==> config.mk <==
export PLATFORM = sky130hd
export DESIGN_NAME = tlb_wp_ctrl
export DESIGN_NICKNAME = d
export VERILOG_FILES = /design/src/rtl/tlbc_pkg.sv /design/src/rtl/tlbc_regs.sv /design/src/rtl/tlbc_store.sv /design/src/rtl/tlbc_match.sv /design/src/rtl/tlb_wp_ctrl.sv
export SDC_FILE = /design/constraint.sdc
export NUM_CORES = 2
export LEC_CHECK = 0
export BUFFER_PORTS_ARGS = -buffer_cell sky130_fd_sc_hd__buf_2
export CORE_ASPECT_RATIO = 1.75
export CORE_MARGIN = 3
export CORE_UTILIZATION = 25
export DETAILED_ROUTE_END_ITERATION = 10
export SYNTH_ARGS = -nofsm -noshare
export SYNTH_HDL_FRONTEND = slang
export SYNTH_SLANG_ARGS = --single-unit
==> constraint.sdc <==
create_clock -name clk -period 4.5 [get_ports clk]
set_clock_uncertainty 0.15 [all_clocks]
set_input_delay 0.225 -clock clk [delete_from_list [all_inputs] [get_ports clk]]
set_output_delay 0.225 -clock clk [all_outputs]
set_load 0.01 [all_outputs]
==> src/rtl/tlbc_pkg.sv <==
package tlbc_pkg;

    localparam int DW       = 32;
    localparam int PAGE_LSB = 13;
    localparam int MASK_MSB = 28;
    localparam int ASID_W   = 8;
    localparam int PFN_W    = 24;
    localparam int C_W      = 3;
    localparam int LO_MSB   = 29;

    localparam logic [DW-1:0] LOW_MASK   = (32'h1 << PAGE_LSB) - 32'h1;
    localparam logic [DW-1:0] PMASK_KEEP = ((32'h1 << (MASK_MSB + 1)) - 32'h1) & ~LOW_MASK;
    localparam logic [DW-1:0] LO_KEEP    = (32'h1 << (LO_MSB + 1)) - 32'h1;
    localparam logic [DW-1:0] HI_KEEP    = ~LOW_MASK | ((32'h1 << ASID_W) - 32'h1);

    typedef enum logic [2:0] {
        SEL_INDEX = 3'd0,
        SEL_LO0   = 3'd1,
        SEL_LO1   = 3'd2,
        SEL_PMASK = 3'd3,
        SEL_HI    = 3'd4
    } csel_e;

    typedef struct packed {
        logic [PFN_W-1:0] pfn;
        logic [C_W-1:0]   cattr;
        logic             dirty;
        logic             valid;
    } half_t;

    typedef struct packed {
        logic [DW-1:0]     vpn;
        logic [ASID_W-1:0] asid;
        logic [DW-1:0]     mask;
        logic              glob;
        half_t             h0;
        half_t             h1;
    } entry_t;

    typedef enum logic [1:0] {
        ST_IDLE   = 2'd0,
        ST_COMMIT = 2'd1,
        ST_SCAN   = 2'd2,
        ST_DONE   = 2'd3
    } state_e;

endpackage

==> src/rtl/tlbc_regs.sv <==
module tlbc_regs
    import tlbc_pkg::*;
#(
    parameter int IDX_W = 6
) (
    input  logic             clk,
    input  logic             rst_n,
    input  logic             bus_we,
    input  logic [2:0]       bus_sel,
    input  logic [DW-1:0]    bus_wdata,
    input  logic             busy,
    input  logic             probe_ld,
    input  logic             probe_hit,
    input  logic [IDX_W-1:0] probe_idx,
    input  logic [2:0]       rsel,
    output logic [DW-1:0]    rdata,
    output logic [DW-1:0]    hi_q,
    output logic [DW-1:0]    lo0_q,
    output logic [DW-1:0]    lo1_q,
    output logic [DW-1:0]    mask_q,
    output logic [IDX_W-1:0] idx_q
);

    localparam int PAD_W = DW - 1 - IDX_W;

    logic  miss_q;
    logic  bus_ok;
    csel_e wsel;
    csel_e rsel_e;

    assign bus_ok = bus_we && !busy;
    assign wsel   = csel_e'(bus_sel);
    assign rsel_e = csel_e'(rsel);

    always_ff @(posedge clk or negedge rst_n) begin
        if (!rst_n) begin
            hi_q   <= '0;
            lo0_q  <= '0;
            lo1_q  <= '0;
            mask_q <= '0;
        end else if (bus_ok) begin
            if (wsel == SEL_HI)    hi_q   <= bus_wdata & HI_KEEP;
            if (wsel == SEL_LO0)   lo0_q  <= bus_wdata & LO_KEEP;
            if (wsel == SEL_LO1)   lo1_q  <= bus_wdata & LO_KEEP;
            if (wsel == SEL_PMASK) mask_q <= bus_wdata & PMASK_KEEP;
        end
    end

    always_ff @(posedge clk or negedge rst_n) begin
        if (!rst_n) begin
            idx_q  <= '0;
            miss_q <= 1'b0;
        end else if (probe_ld) begin
            miss_q <= !probe_hit;
            if (probe_hit) idx_q <= probe_idx;
        end else if (bus_ok && wsel == SEL_INDEX) begin
            idx_q  <= bus_wdata[IDX_W-1:0];
            miss_q <= 1'b0;
        end
    end

    always_comb begin
        rdata = '0;
        unique case (rsel_e)
            SEL_INDEX: rdata = {miss_q, {PAD_W{1'b0}}, idx_q};
            SEL_LO0:   rdata = lo0_q;
            SEL_LO1:   rdata = lo1_q;
            SEL_PMASK: rdata = mask_q;
            SEL_HI:    rdata = hi_q;
            default:   rdata = '0;
        endcase
    end


    bus_hold_chk: assert property (@(posedge clk) disable iff (!rst_n)
        (bus_we && busy) |=> ($stable(hi_q) && $stable(lo0_q) && $stable(lo1_q) && $stable(mask_q)));


    pmask_sanitize_chk: assert property (@(posedge clk) disable iff (!rst_n)
        (bus_ok && wsel == SEL_PMASK) |=> ((mask_q & ~PMASK_KEEP) == '0));


    miss_keeps_field_chk: assert property (@(posedge clk) disable iff (!rst_n)
        (probe_ld && !probe_hit) |=> (miss_q && $stable(idx_q)));

endmodule

==> src/rtl/tlbc_store.sv <==
module tlbc_store
    import tlbc_pkg::*;
#(
    parameter int NUM_ENTRIES = 12,
    parameter int IDX_W       = 6
) (
    input  logic             clk,
    input  logic             rst_n,
    input  logic             we,
    input  logic [IDX_W-1:0] widx,
    input  entry_t           wentry,
    input  logic [IDX_W-1:0] scan_idx,
    input  logic [IDX_W-1:0] obs_idx,
    output entry_t           scan_entry,
    output entry_t           obs_entry
);

    entry_t ent_q [NUM_ENTRIES];

    for (genvar g = 0; g < NUM_ENTRIES; g++) begin : g_slot
        entry_t slot_q;
        logic   slot_we;

        assign slot_we = we && (widx == IDX_W'(g));

        always_ff @(posedge clk or negedge rst_n) begin
            if (!rst_n)       slot_q <= '0;
            else if (slot_we) slot_q <= wentry;
        end

        assign ent_q[g] = slot_q;
    end

    always_comb begin
        scan_entry = '0;
        obs_entry  = '0;
        for (int i = 0; i < NUM_ENTRIES; i++) begin
            if (scan_idx == IDX_W'(i)) scan_entry = ent_q[i];
            if (obs_idx == IDX_W'(i))  obs_entry  = ent_q[i];
        end
    end


    widx_range_chk: assert property (@(posedge clk) disable iff (!rst_n)
        we |-> (int'(widx) < NUM_ENTRIES));


    commit_chk: assert property (@(posedge clk) disable iff (!rst_n)
        we |=> (ent_q[$past(widx)] == $past(wentry)));

endmodule

==> src/rtl/tlbc_match.sv <==
module tlbc_match
    import tlbc_pkg::*;
(
    input  entry_t        ent,
    input  logic [DW-1:0] key_hi,
    output logic          hit
);

    logic [DW-1:0] eff_mask;
    logic          vpn_eq;
    logic          asid_ok;

    assign eff_mask = ent.mask | LOW_MASK;
    assign vpn_eq   = (key_hi & ~eff_mask) == (ent.vpn & ~eff_mask);
    assign asid_ok  = ent.glob || (ent.asid == key_hi[ASID_W-1:0]);
    assign hit      = vpn_eq && asid_ok;

endmodule

==> src/rtl/tlb_wp_ctrl.sv <==
module tlb_wp_ctrl
    import tlbc_pkg::*;
#(
    parameter int NUM_ENTRIES = 12,
    parameter int IDX_W       = 6
) (
    input  logic             clk,
    input  logic             rst_n,
    input  logic             reg_we,
    input  logic [2:0]       reg_wsel,
    input  logic [31:0]      reg_wdata,
    input  logic [2:0]       reg_rsel,
    output logic [31:0]      reg_rdata,
    input  logic             cmd_write,
    input  logic             cmd_probe,
    output logic             busy,
    output logic             done,
    input  logic [IDX_W-1:0] ent_sel,
    output logic [31:0]      ent_hi,
    output logic [31:0]      ent_mask,
    output logic [31:0]      ent_lo0,
    output logic [31:0]      ent_lo1
);

    localparam int PTR_W = (NUM_ENTRIES > 1) ? $clog2(NUM_ENTRIES) : 1;
    localparam logic [PTR_W-1:0] LAST_PTR = PTR_W'(NUM_ENTRIES - 1);

    state_e            state_q, state_d;
    logic [PTR_W-1:0]  ptr_q;
    logic [DW-1:0]     hi_q, lo0_q, lo1_q, mask_q;
    logic [IDX_W-1:0]  idx_q;
    logic [IDX_W-1:0]  scan_idx;
    entry_t            wentry, scan_entry, obs_entry;
    logic              hit, last, idx_ok;
    logic              store_we, probe_ld;

    // register file
    tlbc_regs #(.IDX_W(IDX_W)) u_regs (
        .clk       (clk),
        .rst_n     (rst_n),
        .bus_we    (reg_we),
        .bus_sel   (reg_wsel),
        .bus_wdata (reg_wdata),
        .busy      (busy),
        .probe_ld  (probe_ld),
        .probe_hit (hit),
        .probe_idx (scan_idx),
        .rsel      (reg_rsel),
        .rdata     (reg_rdata),
        .hi_q      (hi_q),
        .lo0_q     (lo0_q),
        .lo1_q     (lo1_q),
        .mask_q    (mask_q),
        .idx_q     (idx_q)
    );

    // entry assembled from the registers
    always_comb begin
        wentry          = '0;
        wentry.vpn      = hi_q & ~LOW_MASK;
        wentry.asid     = hi_q[ASID_W-1:0];
        wentry.mask     = mask_q;
        wentry.glob     = lo0_q[0] & lo1_q[0];
        wentry.h0       = half_t'(lo0_q[LO_MSB:1]);
        wentry.h1       = half_t'(lo1_q[LO_MSB:1]);
    end

    assign idx_ok   = int'(idx_q) < NUM_ENTRIES;
    assign scan_idx = IDX_W'(ptr_q);

    tlbc_store #(.NUM_ENTRIES(NUM_ENTRIES), .IDX_W(IDX_W)) u_store (
        .clk        (clk),
        .rst_n      (rst_n),
        .we         (store_we),
        .widx       (idx_q),
        .wentry     (wentry),
        .scan_idx   (scan_idx),
        .obs_idx    (ent_sel),
        .scan_entry (scan_entry),
        .obs_entry  (obs_entry)
    );

    tlbc_match u_match (
        .ent    (scan_entry),
        .key_hi (hi_q),
        .hit    (hit)
    );

    assign last = (ptr_q == LAST_PTR);

    // next-state logic
    always_comb begin
        state_d = state_q;
        unique case (state_q)
            ST_IDLE: begin
                if (cmd_write)      state_d = ST_COMMIT;
                else if (cmd_probe) state_d = ST_SCAN;
            end
            ST_COMMIT: state_d = ST_IDLE;
            ST_SCAN:   if (hit || last) state_d = ST_DONE;
            ST_DONE:   state_d = ST_IDLE;
            default:   state_d = ST_IDLE;
        endcase
    end

    // state register and scan pointer
    always_ff @(posedge clk or negedge rst_n) begin
        if (!rst_n) begin
            state_q <= ST_IDLE;
            ptr_q   <= '0;
        end else begin
            state_q <= state_d;
            if (state_q != ST_SCAN)  ptr_q <= '0;
            else if (!hit && !last)  ptr_q <= ptr_q + PTR_W'(1);
        end
    end

    // outputs
    always_comb begin
        busy     = 1'b1;
        done     = 1'b0;
        store_we = 1'b0;
        probe_ld = 1'b0;
        unique case (state_q)
            ST_IDLE:   busy = 1'b0;
            ST_COMMIT: store_we = idx_ok;
            ST_SCAN:   probe_ld = hit || last;
            ST_DONE:   done = 1'b1;
            default:   busy = 1'b1;
        endcase
    end

    assign ent_hi   = obs_entry.vpn | DW'(obs_entry.asid);
    assign ent_mask = obs_entry.mask;
    assign ent_lo0  = {2'b00, obs_entry.h0, obs_entry.glob};
    assign ent_lo1  = {2'b00, obs_entry.h1, obs_entry.glob};


    done_pulse_chk: assert property (@(posedge clk) disable iff (!rst_n)
        done |=> !done);


    scan_range_chk: assert property (@(posedge clk) disable iff (!rst_n)
        (state_q == ST_SCAN) |-> (int'(ptr_q) < NUM_ENTRIES));


    write_wins_chk: assert property (@(posedge clk) disable iff (!rst_n)
        (!busy && cmd_write && cmd_probe) |=> (busy && !done) ##1 (!busy && !done));


    busy_ignore_chk: assert property (@(posedge clk) disable iff (!rst_n)
        (busy && cmd_write && state_q != ST_DONE) |=> (state_q != ST_COMMIT));

endmodule

# Word level (Yosys, flattened, before mapping)
# Cells that the tools add are included.
# Widths: inputs -> output; s select.
[op_classes] addsub=1 magnitude_cmp=1 n_eq_ne=50 n_mux=40 n_bitwise=5 reduce_logical=35
[ops] cell="$mux 131" count=24
[ops] cell="$pmux 32 s5" count=1
[ops] cell="$and 32x32->32" count=2
[ops] cell="$eq 6x3->1 const B" count=8
[ops] cell="$eq 6x4->1 const B" count=8
[ops] cell="$eq 32x32->1" count=1
[ops] cell="$not 32->32" count=1
[ops] cell="$or 32x8->32" count=1
[ops] cell="$eq 6x2->1 const B" count=4
[ops] cell="$logic_not 6->1" count=3
[ops] cell="$mux 6" count=3
[ops] cell="$eq 4x3->1 const B" count=4
[ops] cell="$eq 4x4->1 const B" count=4
[ops] cell="$logic_and 1x1->1" count=16
[ops] cell="$eq 3x2->1 const B" count=4
[ops] cell="$eq 6x1->1 const B" count=2
[ops] cell="$reduce_and 2->1" count=6
[ops] cell="$eq 4x2->1 const B" count=2
[ops] cell="$eq 8x8->1" count=1
[ops] cell="$mux 4" count=2
[ops] cell="$eq 3x1->1 const B" count=2
[ops] cell="$eq 3x3->1 const B" count=2
[ops] cell="$logic_not 3->1" count=2
[ops] cell="$lt 6x4->1 const B" count=1
[ops] cell="15 further kinds" count=28
[word_totals] reg_bits=1340 input_bits=49 output_inout_bits=162 elab_cells=284

# Longest topological paths before layout
[depth] word_depth=21 ltp_mapped=16 mapped_depth_nobuf=12

# Cells and area by module
# From an unflattened synthesis, not the netlist that was laid out.
[hier_totals] hier_cells=7868 area_unflattened_um2=92467.4
[by_module_without_submodules] module="tlbc_store" instances=1 cells_each=7407 area_per_inst_um2=86508.0 seq_area_each_um2=39337.7
[by_module_without_submodules] module="tlbc_regs" instances=1 cells_each=369 area_per_inst_um2=5196.2 seq_area_each_um2=2752.6
[by_module_without_submodules] module="tlb_wp_ctrl" instances=1 cells_each=49 area_per_inst_um2=417.9 seq_area_each_um2=150.1
[by_module_without_submodules] module="tlbc_match" instances=1 cells_each=43 area_per_inst_um2=345.3 seq_area_each_um2=0.0

# Least setup slack after synthesis
# OpenSTA, ideal clock, no wires.
[synth_path] path_type="reg2reg" from="register ptr_q[0]" to="register u_regs.idx_q[2]" setup_time_ns=0.129 arrival_ns=3.182 t_required_ns=4.221 setup_slack_ns=1.038 stages_incl_launch_ff=16 n_path_buf=3 synth_period_minus_slack_ns=3.462 cell_sequence="dfrtp_1 inv_1 ha_1 buf_2 buf_4 inv_1 clkbuf_1 o21ai_0 o2bb2ai_1 a221oi_1 xor2_1 a211oi_1 o2111a_1 o2111a_2 a21oi_2 o41a_1"
[synth_between] elab_chain_cells=21 elab_cells_between_ends=37 classes_between="eq/ne (14); mux (14); bitwise (3); reduce/logical (6)"
[synth_lines] element="start, declared" line_no="tlb_wp_ctrl.sv:29" rtl="logic [PTR_W-1:0] ptr_q;"
[synth_lines] element="start signal, assigned" line_no="tlb_wp_ctrl.sv:114" rtl="else if (!hit && !last) ptr_q <= ptr_q + PTR_W'(1);"
[synth_lines] element="$logic_not 6->1" line_no="tlbc_store.sv:38" rtl="if (scan_idx == IDX_W'(i)) scan_entry = ent_q[i];"
[synth_lines] element="$mux 131 (12 in series)" line_no="tlbc_store.sv:38"
[synth_lines] element="$not 32->32" line_no="tlbc_match.sv:14" rtl="assign vpn_eq = (key_hi & ~eff_mask) == (ent.vpn & ~eff_mask);"
[synth_lines] element="$and 32x32->32" line_no="tlbc_match.sv:14"
[synth_lines] element="$eq 32x32->1" line_no="tlbc_match.sv:14"
[synth_lines] element="$logic_and 1x1->1" line_no="tlbc_match.sv:16" rtl="assign hit = vpn_eq && asid_ok;"
[synth_lines] element="$logic_or 1x1->1" line_no="tlb_wp_ctrl.sv:127" rtl="ST_SCAN: probe_ld = hit || last;"
[synth_lines] element="$mux 1" line_no="tlb_wp_ctrl.sv:124" rtl="unique case (state_q)"
[synth_lines] element="$ne 2x2->1 (no line) / $reduce_bool 2->1 (equally long branches)"
[synth_lines] element="$reduce_and 2->1 (no line)"
[synth_lines] element="end signal, assigned" line_no="tlbc_regs.sv:55" rtl="if (probe_hit) idx_q <= probe_idx;"
[synth_lines] element="end signal, assigned" line_no="tlbc_regs.sv:57" rtl="idx_q <= bus_wdata[IDX_W-1:0];"
[synth_lines] element="end, declared" line_no="tlbc_regs.sv:21" rtl="output logic [IDX_W-1:0] idx_q"
# Several ways; a longest one is shown, not always the timed one.
# A chain may end at the register's enable or synchronous reset.

# Worst setup path after layout
[layout_path] from="register ptr_q[0]" to="register u_regs.idx_q[3]"
# Same word-level chain as after synthesis.

==> results.md <==
- Final setup margin: 20.8 ps
- CTS buffer count: 113
- H-tree Lvls: 3
- Port buffer count: 185
- Wire per inst: 29.1 um
- Post-synthesis adder-cell area fraction: 0.000758
- Global-route wire length before repair: 371000 um
- CP peak stage delay: 710 ps
- CP cell instances: inv_1 > ha_4 > buf_12 > nand3b_2 > buf_4 > o21ai_0 > nor2_1 > a21oi_1 > buf_4 > a211oi_2 > buf_4 > o2111a_1 > o2111ai_1 > buf_4 > nor2_1 > a221o_1
- Commonest non-fill, non-tap cells in the layout: dfrtp_1 (1338), mux2_2 (1305), nand2_1 (367)
- Max Cap Viol: 0
- CTS tree: built
- Most used routing layer: met2
- Clock Latency Late Sink: 760 ps
- FF-to-FF End: u_regs.idx_q[3]$_DFFE_PN0P_
- Global Route met3 Usage: 0.0312
- Lkg Pwr: 0.0356 uW
- Top FF cell, synth: dfrtp_1
- GRT met1 Usage: 0.223
- Combinational cell fraction of total power: 0.283
- GP Congestion: 0.977
- Main combinational cell family by area after synthesis: multiplexers
- TritonRoute pass-1 iters: 7
- Longest Clk Path Bufs: 3
- Total GRT Usage: 0.187
- Most common cell after layout, fill and taps aside: dfrtp_1
- Mean Syn Cell Area: 12.6 um2
- DP Wirelength: 175000 um
- DR vias: 48000
- TNS Setup: 0 ps
- Initial Util: 0.251
- CP arrival: 4980 ps
- Mapped Area: 0.0661 mm2
- Area of the die: 0.271 mm2
- DRT iter0 DRCs: 5100
- Place WS: 34.3 ps
- Compound-gate portion of the synthesized area: 0.101
- Worst reg-to-reg setup slack: 20 ps
- Sw frac: 0.361
- WP data required: 5000 ps
- Worst Hold Class: input pin to async pin
- Clk root buf: clkbuf_16
- Pwr dens: 553 mW/mm2
- Initial antenna violation count: 40
- Clk pwr share: 0.251
- Slew headroom: 0.103
- Number of global-route vias before repair: 49200
- Die height: 686 um
- Endpoints failing hold: 0
- Nature of the critical path startpoint: register
- RSZ-0062 raised after global routing: false
- Peak fanout along the critical path: 36
- FF-to-FF path depth: 16
- Post-synth cell types: 85
- Final min period: 4480 ps
- Floorplan core area: 0.263 mm2
- Detail Route Antenna Nets: 0
- Vias/cell: 5.37
- Post-synthesis async set-or-reset flop share: 1.00
- Yosys warns: 0
- Seq cells post-synth: 1340
- Final worst path period share: 0.995
- Met2 usage: 0.313
- Max rail drop VDD: 0.324 mV
- Measured slew at the worst slew-check pin: 1350 ps
- Synth Area in Simple Gates: 0.0487
- Number of enable flip-flop cells after synthesis: 0
- Worst Setup End Kind: register
- CP max-delay cell: a21oi_1
- # setup viols final: 0
- Seq/Total Area, Yosys: 0.508
- Layout cell share with drive strength beyond 1: 0.404
- Final wirelength: 260000 um
- Flop pwr share: 0.466
- Xor and xnor area share after synthesis: 0.00199
- Synthesized instance count: 5233
- Crit path top cell by count: buf_4
- Multiplexer area fraction after synthesis: 0.304
- Remaining Overflow, GRT: 0
- Largest net degree at the start of global routing: 149
- Crit Path Class: register to register
- FMAX: 223 MHz
- Clock transition at path regs: 80 ps
- Syn-to-layout area delta: 15.9%
- Post-CTS setup repair buffer count: 0
- Top Ports: 211
- Drt drc: 0
- CTS Sinks: 1340
- Fin. max-slew vios: 0
- Internal power: 27100 uW
- Total Nets Final: 5371
- R2r startpoint: ptr_q[0]$_DFFE_PN0P_
- Core Rows: 249
- NetSw: 15300 uW
- Die Width: 395 um
- Status: complete, no violations
## area by class of cell
| class | instances | area (um2) |
|---|---|---|
| inverters | 25 | 93.8 |
| repair buffers | 488 | 4190 |
| clock inverters | 50 | 697 |
| flip-flops and latches | 1340 | 33500 |
| diodes | 7 | 17.5 |
| clock buffers | 157 | 3190 |
| multi-input cells | 3350 | 30500 |
| fillers | 26800 | 186000 |
| well taps | 3514 | 4400 |
## worst max-delay path by stage
| stage | slack (ps) | end | from | cells after the start |
|---|---|---|---|---|
| 2_1_floorplan | 1040 | u_regs.idx_q[2]$_DFFE_PN0P_ | ptr_q[0]$_DFFE_PN0P_ | 15 |
| 3_3_place_gp | 50 | u_regs.idx_q[4]$_DFFE_PN0P_ | ptr_q[1]$_DFFE_PN0P_ | 16 |
| 3_5_place_dp | 30 | u_regs.idx_q[5]$_DFFE_PN0P_ | ptr_q[0]$_DFFE_PN0P_ | 16 |
| 4_1_cts | 20 | u_regs.idx_q[4]$_DFFE_PN0P_ | ptr_q[0]$_DFFE_PN0P_ | 16 |
| 5_1_grt | 20 | u_regs.idx_q[1]$_DFFE_PN0P_ | ptr_q[0]$_DFFE_PN0P_ | 16 |
| 6_report | 20 | u_regs.idx_q[3]$_DFFE_PN0P_ | ptr_q[0]$_DFFE_PN0P_ | 16 |
## metal layers
| metal | routed length [um] | part of all wire |
|---|---|---|
| met2 | 125000 | 0.48 |
| met3 | 16300 | 0.063 |
| met4 | 18800 | 0.072 |
| met5 | 72 | 0.00028 |
| met1 | 99700 | 0.38 |
## registers in the layout, summed over array words and instances (netlist names)
signal         count
ptr_q              4
u_store.ent_q   1224
u_regs.idx_q       6
state_q            2
u_regs.hi_q       27
u_regs.lo1_q      30
u_regs.miss_q      1
u_regs.mask_q     16
u_regs.lo0_q      30
## power groups by stage
stage	Sequential, uW	Clock [uW]	Combinational (uW)
finish	19800	10600	12000
global placement	19600	0	11500
detailed placement	19900	0	11800
CTS	19600	10800	11900
global route	20100	11200	12700
floorplan	17200	0	8680
## kinds of logic (layout without fill, tap and decap cells)
kind of cell               count (synthesis)  in the layout
other                                      1             32
and+or+nand+nor                          690            690
xor gates and xnor gates                  15             15
buffers and inverters                    567            720
adders and majority gates                  4              4
DFF                                     1340           1340
AOI/OAI and AO/OA                       1010           1010
muxes                                   1606           1606
## per-stage QoR
stage,instance area [um2],cells,power (uW),utilization,hold slack (ps)
floorplan,66100,5257,25800,-,-221
CTS,76600,8924,42300,0.291,39.0
finish,76600,8931,42400,0.291,59.1
global placement,72300,8677,31100,0.275,150
detailed placement,72300,8677,31600,0.275,188
global route,76600,8925,44100,0.291,85.2
## cells in the mapped netlist (16+ instances only)
cell type	number	share of area
nor3_1	25	0.0019
nand2_1	376	0.021
buf_1	119	0.0068
nor2_1	87	0.0049
o211ai_1	18	0.0020
mux2i_1	112	0.017
o221ai_1	16	0.0021
buf_4	30	0.0034
a21oi_1	204	0.015
nand3_1	19	0.0014
buf_2	70	0.0053
a221oi_1	45	0.0060
o22ai_1	44	0.0042
a22oi_1	231	0.026
o21ai_0	239	0.018
dfrtp_1	1340	0.51
and2_1	16	0.0015
nor2b_1	51	0.0048
nand2b_1	23	0.0022
a221o_1	18	0.0027
clkbuf_1	319	0.018
mux4_2	189	0.064
inv_1	20	0.0011
a211oi_1	25	0.0028
nand3b_1	29	0.0033
a31oi_1	26	0.0025
mux2_2	1305	0.22
## critical path, delay by kind of cell (launching register included)
family                     cells  cell delay [ps]
buffers and inverters          6             1350
and+or+nand+nor                3              540
DFF                            1              390
AOI/OAI and AO/OA              6             1670
adders and majority gates      1              230
## what timing repair did
action,in CTS,in global routing
hold buffers,40,0
resized for setup,0,4
setup endpoints to repair,0,9
endpoints found under the hold margin,308,0
(Power assumes the default switching activity.)
